--- config.mk ---
export PLATFORM = sky130hd
export DESIGN_NAME = ocmp_unit
export DESIGN_NICKNAME = d
export VERILOG_FILES = /design/src/rtl/ocmp_pkg.sv /design/src/rtl/ocmp_regs.sv /design/src/rtl/ocmp_match.sv /design/src/rtl/ocmp_flag.sv /design/src/rtl/ocmp_unit.sv
export SDC_FILE = /design/constraint.sdc
export NUM_CORES = 1
export LEC_CHECK = 0
export ABC_CLOCK_PERIOD_IN_PS = 1800
export BUFFER_PORTS_ARGS = -buffer_cell sky130_fd_sc_hd__buf_2
export CAP_MARGIN = 40
export CORE_MARGIN = 1.5
export CORE_UTILIZATION = 42
export CTS_BUF_LIST = sky130_fd_sc_hd__clkbuf_4 sky130_fd_sc_hd__clkbuf_8 sky130_fd_sc_hd__clkbuf_16
export DETAILED_ROUTE_END_ITERATION = 16
export GPL_ROUTABILITY_DRIVEN = 0
export PLACE_DENSITY_LB_ADDON = 0.12
export SLEW_MARGIN = 20
export SYNTH_ARGS = -nofsm -noshare
export SYNTH_HDL_FRONTEND = slang
export SYNTH_SLANG_ARGS = --single-unit
--- constraint.sdc ---
create_clock -name clk -period 1.8 [get_ports clk]
set_input_delay 0 -clock clk [delete_from_list [all_inputs] [get_ports clk]]
set_output_delay 0 -clock clk [all_outputs]
set_load 0.01 [all_outputs]
--- src/rtl/ocmp_pkg.sv ---
package ocmp_pkg;
    localparam int BUS_W  = 8;
    localparam int CNT_W  = 16;
    localparam int NBYTES = CNT_W / BUS_W;

    localparam logic [BUS_W-1:0] ADDR_CTRL = 8'h12;
    localparam logic [BUS_W-1:0] ADDR_STAT = 8'h13;
    localparam logic [BUS_W-1:0] ADDR_CMPH = 8'h16;   // most significant byte
    localparam int LOW_IDX = 0;                      // byte index whose write re-arms

    localparam int BIT_LVL = 0;
    localparam int BIT_IE  = 6;
    localparam int BIT_FLG = 6;

    typedef struct packed {
        logic lvl;
        logic ie;
        logic inhibit;
    } ctrl_state_t;

    typedef struct packed {
        logic ocf;
        logic armed;
        logic pin;
    } flag_state_t;
endpackage

--- src/rtl/ocmp_regs.sv ---
module ocmp_regs
    import ocmp_pkg::*;
#(
    parameter int BW = BUS_W,
    parameter int CW = CNT_W
) (
    input  logic          clk,
    input  logic          rst_n,
    input  logic [BW-1:0] bus_addr,
    input  logic          bus_wr,
    input  logic [BW-1:0] bus_wdata,
    output logic [CW-1:0] cmp_val,
    output logic          lvl,
    output logic          ie,
    output logic          inhibit,
    output logic          lo_wr
);
    localparam int NB = CW / BW;

    ctrl_state_t st_d, st_q;
    logic [NB-1:0] byte_wr;

    // compare bytes: not reset, never touched by hardware
    for (genvar i = 0; i < NB; i++) begin : g_byte
        logic [BW-1:0] b_q;
        assign byte_wr[i] = bus_wr && (bus_addr == ADDR_CMPH + BW'(NB-1-i));
        always_ff @(posedge clk) begin
            if (byte_wr[i]) b_q <= bus_wdata;
        end
        assign cmp_val[i*BW +: BW] = b_q;
    end

    assign lo_wr = byte_wr[LOW_IDX];

    always_comb begin
        st_d = st_q;
        if (bus_wr && bus_addr == ADDR_CTRL) begin
            st_d.lvl = bus_wdata[BIT_LVL];
            st_d.ie  = bus_wdata[BIT_IE];
        end
        if (|(byte_wr & ~(NB'(1) << LOW_IDX))) st_d.inhibit = 1'b1;
        if (lo_wr)                             st_d.inhibit = 1'b0;
    end

    always_ff @(posedge clk) begin
        if (!rst_n) st_q <= '0;
        else        st_q <= st_d;
    end

    assign lvl     = st_q.lvl;
    assign ie      = st_q.ie;
    assign inhibit = st_q.inhibit;

    assert_msb_inhibits_R4: assert property (@(posedge clk) disable iff (!rst_n)
        (bus_wr && bus_addr == ADDR_CMPH) |=> inhibit);
    assert_lsb_rearms_R5: assert property (@(posedge clk) disable iff (!rst_n)
        lo_wr |=> !inhibit);
endmodule

--- src/rtl/ocmp_match.sv ---
module ocmp_match
    import ocmp_pkg::*;
#(
    parameter int CW = CNT_W
) (
    input  logic          clk,
    input  logic          rst_n,
    input  logic [CW-1:0] count,
    input  logic [CW-1:0] cmp_val,
    input  logic          inhibit,
    output logic          match_evt
);
    logic eq;
    logic hit_d, hit_q;

    always_comb begin
        eq        = (count == cmp_val) && !inhibit;
        hit_d     = eq;
        match_evt = eq && !hit_q;
    end

    always_ff @(posedge clk) begin
        if (!rst_n) hit_q <= 1'b0;
        else        hit_q <= hit_d;
    end

    assert_no_match_inhibited_R4: assert property (@(posedge clk) disable iff (!rst_n)
        inhibit |-> !match_evt);
    assert_single_event_R3: assert property (@(posedge clk) disable iff (!rst_n)
        (match_evt && $stable(count)) |=> (!match_evt || count != $past(count)
                                           || cmp_val != $past(cmp_val)));
endmodule

--- src/rtl/ocmp_flag.sv ---
module ocmp_flag
    import ocmp_pkg::*;
(
    input  logic clk,
    input  logic rst_n,
    input  logic match_evt,
    input  logic lvl,
    input  logic stat_rd,
    input  logic lo_wr,
    output logic ocf,
    output logic pin
);
    flag_state_t st_d, st_q;

    always_comb begin
        st_d = st_q;
        if (stat_rd && st_q.ocf) st_d.armed = 1'b1;
        if (lo_wr && st_q.armed) begin
            st_d.ocf   = 1'b0;
            st_d.armed = 1'b0;
        end
        if (match_evt) begin
            st_d.ocf = 1'b1;
            st_d.pin = lvl;
        end
    end

    always_ff @(posedge clk) begin
        if (!rst_n) st_q <= '0;
        else        st_q <= st_d;
    end

    assign ocf = st_q.ocf;
    assign pin = st_q.pin;

    assert_match_sets_flag_R3: assert property (@(posedge clk) disable iff (!rst_n)
        match_evt |=> ocf);
    assert_pin_takes_level_R6: assert property (@(posedge clk) disable iff (!rst_n)
        match_evt |=> pin == $past(lvl));
    assert_pin_holds_R6: assert property (@(posedge clk) disable iff (!rst_n)
        !match_evt |=> $stable(pin));
    assert_clear_needs_lsb_R8: assert property (@(posedge clk) disable iff (!rst_n)
        (ocf && !lo_wr) |=> ocf);
endmodule

--- src/rtl/ocmp_unit.sv ---
module ocmp_unit
    import ocmp_pkg::*;
(
    input  logic             clk,
    input  logic             rst_n,
    input  logic [BUS_W-1:0] bus_addr,
    input  logic             bus_wr,
    input  logic             bus_rd,
    input  logic [BUS_W-1:0] bus_wdata,
    output logic [BUS_W-1:0] bus_rdata,
    input  logic [CNT_W-1:0] count,
    output logic             cmp_pin,
    output logic             irq
);
    logic [CNT_W-1:0] cmp_val;
    logic lvl, ie, inhibit, lo_wr, match_evt, ocf, stat_rd;

    assign stat_rd = bus_rd && (bus_addr == ADDR_STAT);

    ocmp_regs #(.BW(BUS_W), .CW(CNT_W)) u_regs (
        .clk, .rst_n, .bus_addr, .bus_wr, .bus_wdata,
        .cmp_val, .lvl, .ie, .inhibit, .lo_wr
    );

    ocmp_match #(.CW(CNT_W)) u_match (
        .clk, .rst_n, .count, .cmp_val, .inhibit, .match_evt
    );

    ocmp_flag u_flag (
        .clk, .rst_n, .match_evt, .lvl, .stat_rd, .lo_wr, .ocf, .pin(cmp_pin)
    );

    always_comb begin
        bus_rdata = '0;
        if (bus_addr == ADDR_CTRL) begin
            bus_rdata[BIT_LVL] = lvl;
            bus_rdata[BIT_IE]  = ie;
        end else if (bus_addr == ADDR_STAT) begin
            bus_rdata[BIT_FLG] = ocf;
        end else if (bus_addr == ADDR_CMPH) begin
            bus_rdata = cmp_val[CNT_W-1 -: BUS_W];
        end else if (bus_addr == ADDR_CMPH + 8'd1) begin
            bus_rdata = cmp_val[BUS_W-1:0];
        end
    end

    assign irq = ie & ocf;

    assert_irq_follows_flag_R7: assert property (@(posedge clk) disable iff (!rst_n)
        $rose(irq) |-> ($past(match_evt) || $rose(ie)));
endmodule

==> impl_metrics.ini <==
[clocking]
cts_tree = built
clk_pin_slew_worst_paths_ps = 120
numCtsBuffers = 3
clock_sinks = 23
cts.path.max_buffers = 2
cts-root-buf = clkbuf_4
htreeDepth = 1
insertion_delay_ps = 300

[sta]
relSlewSlack_pct = 75.8
min_period_over_period_pct = 91.4
fmax_mhz = 608
final_hold_viol_count = 0
setup_tns_ps = 0
rsz0062_at_grt = false
slew_violations = 0
finalCriticalPeriod_ps = 1650
hold_ws_ps = 73.7
worst-slew-pin-transition_ps = 358
finalSetupViolCount = 0
skew_ps = 1.32

[power_and_ir_drop]
power.density_nw_per_um2 = 590
p_leak_nw = 0.666
ir_drop_mv = 0.591
power.total_w = 0.000923

[global_routing]
antenna_found_initial = 0
busiest_layer = met2
grt_pass1_wl_um = 3760
grt_usage_pct = 18.2
grt_max_degree = 14
globalRoute.totalOverflow = 0
grt_pass1_vias = 923
use_met2_pct = 32.1
grt_use_met1_pct = 21.7
grtUsageMet3_pct = 2.42

[floorplanning]
initial_core_util_pct = 45.2
die_y_um = 55.1
dieArea_um2 = 3040
ios = 46
coreArea_um2 = 2520
die_x_um = 55.1
rows = 18

[worst_setup_path]
cp_data_required_time_ps = 2040
worstPathArrival_ps = 1890
crit_path_max_fanout = 2
critical_path_class = reg -> reg
start_kind = flop
endpoint_kind = flop

[layout]
nets = 198
fillers = 221
drive_above_1_share_pct = 35.4
layout-area-overhead-vs-synth_pct = 37.1
antenna_cells = 0
fin_util_pct = 62.0

[detailed_routing]
num_vias = 959
ant_nets = 0
routed_via_density = 5.02
wl_per_cell_um = 13.4
drcViolationCount = 0
wl_um = 2570
drtIter0Drc = 13
drt_first_pass_iters = 4

[hold_path]
hold_class = in -> reg

[logic_synthesis]
synth_edf_count = 16
yosys_warnings = 0
synth_flop_cell = edfxtp_1
netlist_instances = 99
synth-async-reset-ratio_pct = 0
syn_nets = 135
avgSynthCellArea_um2 = 11.5
yosysTopAreaCell = edfxtp_1
synth_top_area_share_pct = 42.1
netlist-cell-type-count = 30
syn_area_um2 = 1140
ys_seq_area_share_pct = 54.4
synth_seq_cells = 23
synthTopCellsByArea = edfxtp_1 (42%), dfxtp_1 (12%), mux2i_1 (8.8%), xnor2_1 (6.9%), nor2_1 (4.9%)

[placed_design]
hpwl_um = 1980
port_buffers = 45

[status]
status = complete, no violations

[job]
drv_cap = 0
[cell usage after synthesis (all sizes together), types with 2 or more instances]
| library cell | instances |
|---|---|
| xnor2 | 9 |
| nand3 | 3 |
| xor2 | 4 |
| o21a | 2 |
| inv | 5 |
| nor4 | 3 |
| nand2 | 5 |
| mux2i | 10 |
| dfxtp | 7 |
| o22ai | 2 |
| nor2 | 15 |
| o21ai | 2 |
| edfxtp | 16 |
[cell type report]
cell class              instances  area [µm²]  share of cell area, %
flip-flops and latches         23         621                   39.7
inverters                       5        18.8                   1.20
repair buffers                 60         363                   23.2
multi-input cells              69         494                   31.6
well taps                      30        37.5                   2.40
clock buffers                   4        30.0                   1.92
[logic make-up after synthesis]
| group | synth area share [%] |
|---|---|
| simple gates | 16.8 |
| compound gates | 5.81 |
| xor+xnor | 9.98 |
| flops | 54.4 |
| buf+inv | 2.30 |
| mux | 10.7 |
[layer usage]
| metal | wire length (µm) | vias up |
|---|---|---|
| met4 | 39 | 0 |
| li1 | - | 482 |
| met5 | 0 | - |
| met1 | 1120 | 442 |
| met3 | 162 | 4 |
| met2 | 1250 | 31 |
[sequential cells by signal (all words and copies together) (netlist names)]
name               cells
u_regs.g_byte.b_q     16
u_flag.ocf             1
u_flag.pin             1
u_flag.st_q            1
u_match.hit_q          1
u_regs.ie              1
u_regs.inhibit         1
u_regs.lvl             1
[path summary, 6_finish.rpt]
kind                           start       endpoint  slack (ps)  cells after the start
min reg2reg               u_flag.pin     u_flag.pin         490                      2
min                         count[4]  u_match.hit_q          70                      4
max reg2reg  u_regs.g_byte[1].b_q[0]     u_flag.pin         150                      5
max          u_regs.g_byte[1].b_q[0]     u_flag.pin         150                      5
[cells in the final DEF (no fill, tap or decap), types with 3 or more instances in the layout]
| cell | instances |
|---|---|
| clkbuf_4 | 4 |
| edfxtp_1 | 16 |
| dlygate4sd3_1 | 10 |
| nand2_1 | 5 |
| dfxtp_1 | 7 |
| mux2i_1 | 10 |
| xnor2_1 | 9 |
| xor2_1 | 4 |
| buf_2 | 45 |
| inv_1 | 5 |
| nand3_1 | 3 |
| buf_4 | 5 |
| nor2_1 | 15 |
[what timing repair did]
item | in CTS | in global routing
endpoints found under the hold margin | 21 | 0
setup endpoints to repair | 0 | 1
hold buffers | 10 | 0
resized for setup | 0 | 0
buffers inserted | 0 | 1
[worst max-delay path, cell delays in order, from the launching register on]
cell and delay (ps):
edfxtp_1 430, xnor2_1 200, nand4_1 120, or4_4 450, nor4_4 180, mux2i_1 210
[report_power, final]
part	switching [W]	total (W)	internal, W	leakage [nW]
clock	0.000148	0.000250	0.000102	0.0184
combinational	0.0000448	0.000108	0.0000630	0.448
sequential	0.000000577	0.000566	0.000565	0.200
total	0.000194	0.000923	0.000730	0.666
[metrics by stage]
stage / area (µm²) / instances / setup WS, ps
2_1_floorplan: 1140 / 99 / 140
3_3_place_gp: 1430 / 176 / 97.5
3_5_place_dp: 1430 / 176 / 73.0
4_1_cts: 1560 / 190 / 42.4
5_1_grt: 1560 / 191 / 58.9
6_report: 1560 / 191 / 154
Power figures use the tool's default switching activity.
